$ cat src/rtl/mddr_pkg.sv
// Shared types for the mobile DRAM command tracker.
// Assumes: one command per clock, already decoded from the pins.
package mddr_pkg;

    typedef enum logic [3:0] {
        C_NOP  = 4'd0,  C_ACT  = 4'd1,  C_RD   = 4'd2,  C_RDA  = 4'd3,
        C_WR   = 4'd4,  C_WRA  = 4'd5,  C_BST  = 4'd6,  C_PRE  = 4'd7,
        C_PREA = 4'd8,  C_REF  = 4'd9,  C_SRE  = 4'd10, C_SRX  = 4'd11,
        C_MRS  = 4'd12, C_EMRS = 4'd13, C_DPE  = 4'd14, C_DPX  = 4'd15
    } cmd_e;

    typedef enum logic [2:0] {
        B_IDLE = 3'd0, B_ACT = 3'd1, B_RD = 3'd2, B_WR = 3'd3,
        B_RDA  = 3'd4, B_WRA = 3'd5, B_PRE = 3'd6
    } bank_e;

    typedef enum logic [2:0] {
        G_PWRON = 3'd0, G_READY = 3'd1, G_AREF = 3'd2, G_SREF = 3'd3,
        G_DPD   = 3'd4, G_PPD   = 3'd5, G_APD  = 3'd6
    } glob_e;

    typedef enum logic [2:0] {
        OP_NONE = 3'd0, OP_OPEN = 3'd1, OP_RD = 3'd2, OP_RDAP = 3'd3,
        OP_WR   = 3'd4, OP_WRAP = 3'd5, OP_STOP = 3'd6, OP_CLOSE = 3'd7
    } bank_op_e;

    // True when a row is open and may take a column command.
    function automatic logic row_open(input bank_e s);
        return (s == B_ACT) || (s == B_RD) || (s == B_WR);
    endfunction

endpackage

$ cat src/rtl/mddr_bank_track.sv
// Per-bank state tracker. It applies the operation granted by the command
// controller. With no operation, it runs the burst and precharge counters.
// Assumes: op_i is only non-NONE for a command already judged legal.
module mddr_bank_track
    import mddr_pkg::*;
#(
    parameter int BURST_CYC = 4,
    parameter int PRE_CYC   = 3
) (
    input  logic     clk,
    input  logic     rst_n,
    input  bank_op_e op_i,
    output bank_e    state_o
);
    localparam int MAXC = (BURST_CYC > PRE_CYC) ? BURST_CYC : PRE_CYC;
    localparam int TW   = $clog2(MAXC) + 1;
    localparam logic [TW-1:0] BURST_LOAD = TW'(BURST_CYC - 1);
    localparam logic [TW-1:0] PRE_LOAD   = TW'(PRE_CYC - 1);

    bank_e         st_q;
    logic [TW-1:0] tmr_q;

    // Bank state and occupancy counter: granted operation first, else timed progress.
    always_ff @(posedge clk) begin
        if (!rst_n) begin
            st_q  <= B_IDLE;
            tmr_q <= '0;
        end else begin
            case (op_i)
                OP_OPEN:  st_q <= B_ACT;
                OP_RD:    begin st_q <= B_RD;  tmr_q <= BURST_LOAD; end
                OP_RDAP:  begin st_q <= B_RDA; tmr_q <= BURST_LOAD; end
                OP_WR:    begin st_q <= B_WR;  tmr_q <= BURST_LOAD; end
                OP_WRAP:  begin st_q <= B_WRA; tmr_q <= BURST_LOAD; end
                OP_STOP:  begin st_q <= B_ACT; tmr_q <= '0; end
                OP_CLOSE: begin st_q <= B_IDLE; tmr_q <= '0; end
                default: begin
                    case (st_q)
                        B_RD, B_WR: begin
                            if (tmr_q == '0) st_q <= B_ACT;
                            else             tmr_q <= tmr_q - TW'(1);
                        end
                        B_RDA, B_WRA: begin
                            if (tmr_q == '0) begin
                                st_q  <= B_PRE;
                                tmr_q <= PRE_LOAD;
                            end else begin
                                tmr_q <= tmr_q - TW'(1);
                            end
                        end
                        B_PRE: begin
                            if (tmr_q == '0) st_q <= B_IDLE;
                            else             tmr_q <= tmr_q - TW'(1);
                        end
                        default: ;
                    endcase
                end
            endcase
        end
    end

    assign state_o = st_q;

endmodule

$ cat src/rtl/mddr_cmd_ctrl.sv
// Command legality and global state machine. It judges each command against
// the global state and the bank states, grants per-bank operations, and keeps
// the refresh occupancy counter.
// Assumes: bank_i < NBANK; the bank states are the registered outputs of the trackers.
module mddr_cmd_ctrl
    import mddr_pkg::*;
#(
    parameter int NBANK   = 4,
    parameter int BA_W    = 2,
    parameter int REF_CYC = 18
) (
    input  logic            clk,
    input  logic            rst_n,
    input  cmd_e            cmd_i,
    input  logic [BA_W-1:0] bank_i,
    input  logic            cke_i,
    input  bank_e           bank_st_i [NBANK],
    output bank_op_e        op_o      [NBANK],
    output glob_e           glob_o,
    output logic            illegal_o,
    output logic            mode_clr_o
);
    localparam int RW = $clog2(REF_CYC + 1);
    localparam logic [RW-1:0] REF_LOAD = RW'(REF_CYC - 1);

    glob_e         glob_q, glob_d;
    logic          legal;
    logic          illegal_q, mclr_q;
    logic [RW-1:0] rcnt_q;
    logic          all_idle, any_rd;
    bank_e         tgt_st;
    bank_op_e      ops_d [NBANK];

    // Summaries of the bank states used by the legality rules.
    always_comb begin
        all_idle = 1'b1;
        any_rd   = 1'b0;
        for (int i = 0; i < NBANK; i++) begin
            if (bank_st_i[i] != B_IDLE) all_idle = 1'b0;
            if (bank_st_i[i] == B_RD)   any_rd   = 1'b1;
        end
        tgt_st = bank_st_i[bank_i];
    end

    // Legality, next global state and granted bank operations.
    always_comb begin
        legal  = 1'b0;
        glob_d = glob_q;
        for (int i = 0; i < NBANK; i++) ops_d[i] = OP_NONE;
        case (glob_q)
            G_PWRON: begin
                case (cmd_i)
                    C_NOP, C_PREA, C_EMRS: legal = 1'b1;
                    C_MRS: begin legal = 1'b1; glob_d = G_READY; end
                    default: legal = 1'b0;
                endcase
            end
            G_READY: begin
                if (!cke_i) begin
                    legal  = (cmd_i == C_NOP);
                    glob_d = all_idle ? G_PPD : G_APD;
                end else begin
                    case (cmd_i)
                        C_NOP: legal = 1'b1;
                        C_ACT: if (tgt_st == B_IDLE) begin
                            legal = 1'b1;
                            ops_d[bank_i] = OP_OPEN;
                        end
                        C_RD, C_RDA, C_WR, C_WRA: if (row_open(tgt_st)) begin
                            legal = 1'b1;
                            case (cmd_i)
                                C_RD:    ops_d[bank_i] = OP_RD;
                                C_RDA:   ops_d[bank_i] = OP_RDAP;
                                C_WR:    ops_d[bank_i] = OP_WR;
                                default: ops_d[bank_i] = OP_WRAP;
                            endcase
                        end
                        C_BST: if (any_rd) begin
                            legal = 1'b1;
                            for (int i = 0; i < NBANK; i++)
                                if (bank_st_i[i] == B_RD) ops_d[i] = OP_STOP;
                        end
                        C_PRE: begin
                            legal = 1'b1;
                            ops_d[bank_i] = OP_CLOSE;
                        end
                        C_PREA: begin
                            legal = 1'b1;
                            for (int i = 0; i < NBANK; i++) ops_d[i] = OP_CLOSE;
                        end
                        C_REF: if (all_idle) begin legal = 1'b1; glob_d = G_AREF; end
                        C_SRE: if (all_idle) begin legal = 1'b1; glob_d = G_SREF; end
                        C_MRS, C_EMRS: legal = all_idle;
                        C_DPE: if (all_idle) begin legal = 1'b1; glob_d = G_DPD; end
                        default: legal = 1'b0;
                    endcase
                end
            end
            G_AREF: begin
                legal = (cmd_i == C_NOP);
                if (rcnt_q == '0) glob_d = G_READY;
            end
            G_SREF: begin
                legal = (cmd_i == C_NOP) || (cmd_i == C_SRX);
                if (cmd_i == C_SRX) glob_d = G_READY;
            end
            G_DPD: begin
                legal = (cmd_i == C_NOP) || (cmd_i == C_DPX);
                if (cmd_i == C_DPX) glob_d = G_PWRON;
            end
            G_PPD, G_APD: begin
                legal = (cmd_i == C_NOP);
                if (cke_i) glob_d = G_READY;
            end
            default: glob_d = G_PWRON;
        endcase
    end

    // Global state, illegal flag and mode-clear pulse registers.
    always_ff @(posedge clk) begin
        if (!rst_n) begin
            glob_q    <= G_PWRON;
            illegal_q <= 1'b0;
            mclr_q    <= 1'b0;
        end else begin
            glob_q    <= glob_d;
            illegal_q <= !legal;
            mclr_q    <= (glob_q == G_DPD) && (glob_d == G_PWRON);
        end
    end

    // Auto refresh occupancy counter.
    always_ff @(posedge clk) begin
        if (!rst_n) begin
            rcnt_q <= '0;
        end else if (glob_q == G_READY && glob_d == G_AREF) begin
            rcnt_q <= REF_LOAD;
        end else if (glob_q == G_AREF && rcnt_q != '0) begin
            rcnt_q <= rcnt_q - RW'(1);
        end
    end

    assign op_o       = ops_d;
    assign glob_o     = glob_q;
    assign illegal_o  = illegal_q;
    assign mode_clr_o = mclr_q;

endmodule

$ cat src/rtl/mddr_cmd_tracker.sv
// Top level: one command controller plus one tracker per bank, with packed outputs.
// Assumes: NBANK >= 2; commands arrive decoded, one per clock.
module mddr_cmd_tracker
    import mddr_pkg::*;
#(
    parameter int NBANK     = 4,
    parameter int BURST_CYC = 4,
    parameter int PRE_CYC   = 3,
    parameter int REF_CYC   = 18,
    localparam int BA_W     = $clog2(NBANK)
) (
    input  logic               clk,
    input  logic               rst_n,
    input  logic [3:0]         cmd_i,
    input  logic [BA_W-1:0]    bank_i,
    input  logic               cke_i,
    output logic [3*NBANK-1:0] bank_state_o,
    output logic [2:0]         glob_state_o,
    output logic               illegal_o,
    output logic               mode_clr_o
);
    bank_e    bst  [NBANK];
    bank_op_e bops [NBANK];
    glob_e    glob;

    mddr_cmd_ctrl #(
        .NBANK  (NBANK),
        .BA_W   (BA_W),
        .REF_CYC(REF_CYC)
    ) u_ctrl (
        .clk       (clk),
        .rst_n     (rst_n),
        .cmd_i     (cmd_e'(cmd_i)),
        .bank_i    (bank_i),
        .cke_i     (cke_i),
        .bank_st_i (bst),
        .op_o      (bops),
        .glob_o    (glob),
        .illegal_o (illegal_o),
        .mode_clr_o(mode_clr_o)
    );

    for (genvar g = 0; g < NBANK; g++) begin : g_bank
        mddr_bank_track #(
            .BURST_CYC(BURST_CYC),
            .PRE_CYC  (PRE_CYC)
        ) u_bank (
            .clk    (clk),
            .rst_n  (rst_n),
            .op_i   (bops[g]),
            .state_o(bst[g])
        );
        assign bank_state_o[3*g +: 3] = bst[g];
    end

    assign glob_state_o = glob;

endmodule

$ cat config.mk
export PLATFORM = sky130hd
export DESIGN_NAME = mddr_cmd_tracker
export DESIGN_NICKNAME = d
export VERILOG_FILES = /design/src/rtl/mddr_pkg.sv /design/src/rtl/mddr_bank_track.sv /design/src/rtl/mddr_cmd_ctrl.sv /design/src/rtl/mddr_cmd_tracker.sv
export SDC_FILE = /design/constraint.sdc
export NUM_CORES = 1
export LEC_CHECK = 0
export BUFFER_PORTS_ARGS = -buffer_cell sky130_fd_sc_hd__buf_2
export CORE_UTILIZATION = 55
export DETAILED_ROUTE_END_ITERATION = 10
export GPL_TIMING_DRIVEN = 0
export PLACE_DENSITY = 0.86
export SYNTH_ARGS = -nofsm -noshare
export SYNTH_HDL_FRONTEND = slang
export SYNTH_SLANG_ARGS = --single-unit
$ cat constraint.sdc
create_clock -name clk -period 2.1 [get_ports clk]
set_input_delay 0.42 -clock clk [delete_from_list [all_inputs] [get_ports clk]]
set_output_delay 0.42 -clock clk [all_outputs]
set_load 0.05 [all_outputs]
==> metrics.md <==
| Metric | Value |
|---|---|
| Status | `complete, but fails checks` |
| Failing checks | `setup timing` |
| CP max stage cell | `mux4_2` |
| Sequential share of the synthesized area | `21.0%` |
| Yosys cell types | `83` |
| Net Count, Synth | `446` |
| Reg power frac | `32.3%` |
| CP Data Required Time | `2.32 ns` |
| Peak supply drop | `0.425 mV` |
| Die Ht | `78.7 um` |
| First-pass GRT wire length | `16,300 um` |
| Clock slew at reported path FFs | `0.09 ns` |
| Synth cell count leaders | `34 x dfxtp_1, 32 x nand2_1, 31 x a21oi_1, 30 x inv_1, 29 x nor2_1` |
| Std-Cell Rows | `27` |
| Normalized max-slew margin | `42.7%` |
| Post-DP HPWL | `6740 um` |
| Yosys top cell area share | `21.0%` |
| Synthesized flop and latch total | `34` |
| Setup ws final | `-0.121 ns` |
| Post-synth EDFFs | `0` |
| Clock Skew | `0.0104 ns` |
| Synth Instances | `424` |
| Net load switching power | `0.000954 W` |
| Multi-input gate area | `2680 sq um` |
| CTS buffer count | `5` |
| # IOs | `26` |
| Post-route minimum period | `2.22 ns` |
| Worst setup EP type | `register` |
| Clock Tree Root | `clkbuf_8` |
| CTS H-tree depth | `2` |
| Max stage delay on crit path | `0.51 ns` |
| Vias in the first global route | `3,347` |
| RSZ-0062 raised after global routing | `true` |
| Core area | `5570 sq um` |
| Internal power | `0.00137 W` |
| Synth area leader | `dfxtp_1` |
| Vias per Instance | `7.11` |
| Worst-case hold slack | `0.508 ns` |
| Crit. Startpoint | `g_bank[0].u_bank.state_o[2]` |
| Critical Setup Path Class | `register to register` |
| Setup WS pre-CTS | `-0.752 ns` |
| Maximum root-to-sink buffer count | `2` |
| Share of post-route cells with drive strength above 1 | `35.3%` |
| Clk sinks | `34` |
| Largest net degree at the start of global routing | `13` |
| WP data arrival | `2.44 ns` |
| Util after Layout | `76.2%` |
| Post-synthesis cell area | `3230 sq um` |
| Clock power share | `25.6%` |
| Routed WL | `11,500 um` |
| I/O Buffers | `21` |
| FILL cells | `374` |
| Switch share | `41.0%` |
| Min-delay src | `g_bank[0].u_bank.tmr_q[1]` |
| Synth warn | `0` |
| Die width | `78.7 um` |
| Vias | `3,941` |
| Antenna Nets Post-Route | `0` |
| Post-CTS Hold Buffers | `0` |
| Global route overflow | `0` |
| Number of max-cap violations | `0` |
| Count leader, synth | `dfxtp_1` |
| Die Area | `6190 sq um` |
| P_leak | `1.73 nW` |
| CTS tree | `built` |
| Iter 0 DRT Violations | `558` |
| Fmax | `0.450 GHz` |
| Asr flop ratio synth | `0%` |
| Initial antenna violation count | `0` |
| Primary FF master, synth | `dfxtp_1` |
| DR DRC count | `0` |
| Max-slew violations | `0` |
| Crit-path cells | `mux4_2 -> or3_4 -> nor3_4 -> o211ai_2 -> a41o_1 -> a221oi_2` |
| N_diodes | `0` |
| Period utilisation layout | `106%` |
| First drt pass iteration count | `6` |
| Max Fanout on Critical Path | `4` |
| Combinational share of power | `42.1%` |
| Final Hold Fails | `0` |
| Starting Density | `58.0%` |
| RePlAce Congestion | `0.993` |
| Final setup viols | `15` |
| Power Density | `548 nW/um^2` |
| Synth top area cells | `dfxtp_1 21%, ha_1 5.0%, a21oi_1 4.8%, o21ai_0 4.0%, nand2_1 3.7%` |
| WL/cell | `20.8 um` |
| Area grow syn2layout | `31.3%` |
| Final nets | `503` |
| Slew @ Worst Pin | `0.852 ns` |
| Sequential Area | `719 sq um` |
| Post-Syn Area per Cell | `7.63 sq um` |
| Setup crit start kind | `register` |
| Critical R2R Launch | `g_bank[0].u_bank.state_o[2]` |
| Clk_lat worst skew | `0.31 ns` |
| Total power | `0.00233 W` |
| GRT Util Overall | `33.7%` |
| Hold WC Path Type | `register to register` |
-- cells in the final DEF, fill, tap and decap left out, types with 9 or more instances in the layout --
master    n
nand2_1  31
buf_4    31
inv_1    30
buf_2    28
a21oi_1  27
nor2_1   25
o21ai_0  21
dfxtp_1  21
ha_1     13
nand3_1  11
dfxtp_4   9
-- per-layer routing --
metal | vias to the layer above | track usage [%] | share of wire (%) | routed length [um]
met5 | - | 0 | 0 | 0
met4 | 0 | 15.7 | 6.1 | 707
met3 | 97 | 7.21 | 9.9 | 1140
met2 | 323 | 53.0 | 44 | 5100
met1 | 1814 | 43.6 | 40 | 4590
li1 | 1707 | - | - | -
-- state kept, by name, indices dropped and copies added, names as in the netlist --
name,count
u_ctrl.glob_o,3
u_ctrl.mode_clr_o,1
g_bank.u_bank.tmr_q,12
u_ctrl.rcnt_q,5
g_bank.u_bank.state_o,12
u_ctrl.illegal_o,1
-- power by group through the flow --
stage / logic [W] / clock network (W) / registers, W
3_5_place_dp: 0.000740 / 0 / 0.000741
5_1_grt: 0.00103 / 0.000618 / 0.000756
4_1_cts: 0.000820 / 0.000587 / 0.000743
6_report: 0.000979 / 0.000596 / 0.000753
3_3_place_gp: 0.000720 / 0 / 0.000742
2_1_floorplan: 0.000496 / 0 / 0.000811
-- stage by stage --
step	instances	area (sq um)	setup TNS, ns
final	554	4250	-1.10
after global routing	554	4250	-2.27
after CTS	538	3900	-0.912
after detailed placement	517	3510	-14.57
after global placement	517	3510	-14.38
after floorplan	424	3320	-0.470
-- worst max-delay path: cells and delay by family (launching register included) --
kind            cells  cell delay (ns)
mux                 1             0.51
compound gates      3             0.59
simple gates        2             0.66
flops               1             0.38
-- final cells by class --
class,instances,share of cell area [%]
multi-input cells,326,63.0
flip-flops and latches,34,16.9
repair buffers,56,8.87
plain buffers,27,3.77
inverters,31,2.74
clock buffers,6,2.21
well taps,72,2.12
clock inverters,2,0.295
-- worst paths after layout --
kind | end | slack (ns) | depth (start not counted)
worst min register to register | g_bank[0].u_bank.tmr_q[1] | 0.51 | 1
worst max-delay path | g_bank[1].u_bank.state_o[0] | -0.12 | 6
worst min-delay path | g_bank[0].u_bank.tmr_q[1] | 0.51 | 1
worst max register to register | g_bank[1].u_bank.state_o[0] | -0.12 | 6
-- cell families after synthesis --
family | synth area share, %
adder cells (fa/ha/maj) | 5.03
XOR/XNOR | 1.35
AO/OA/AOI/OAI | 31.5
AND/OR/NAND/NOR | 28.8
flip-flops | 21.0
buffers and inverters | 8.97
multiplexers | 3.33
-- timing repair --
item,in CTS,in global routing
pin swaps,13,24
setup buffers,19,16
gates resized for setup,32,51
setup endpoints to repair,30,27
gates cloned,0,0
(Power assumes the default switching activity.)
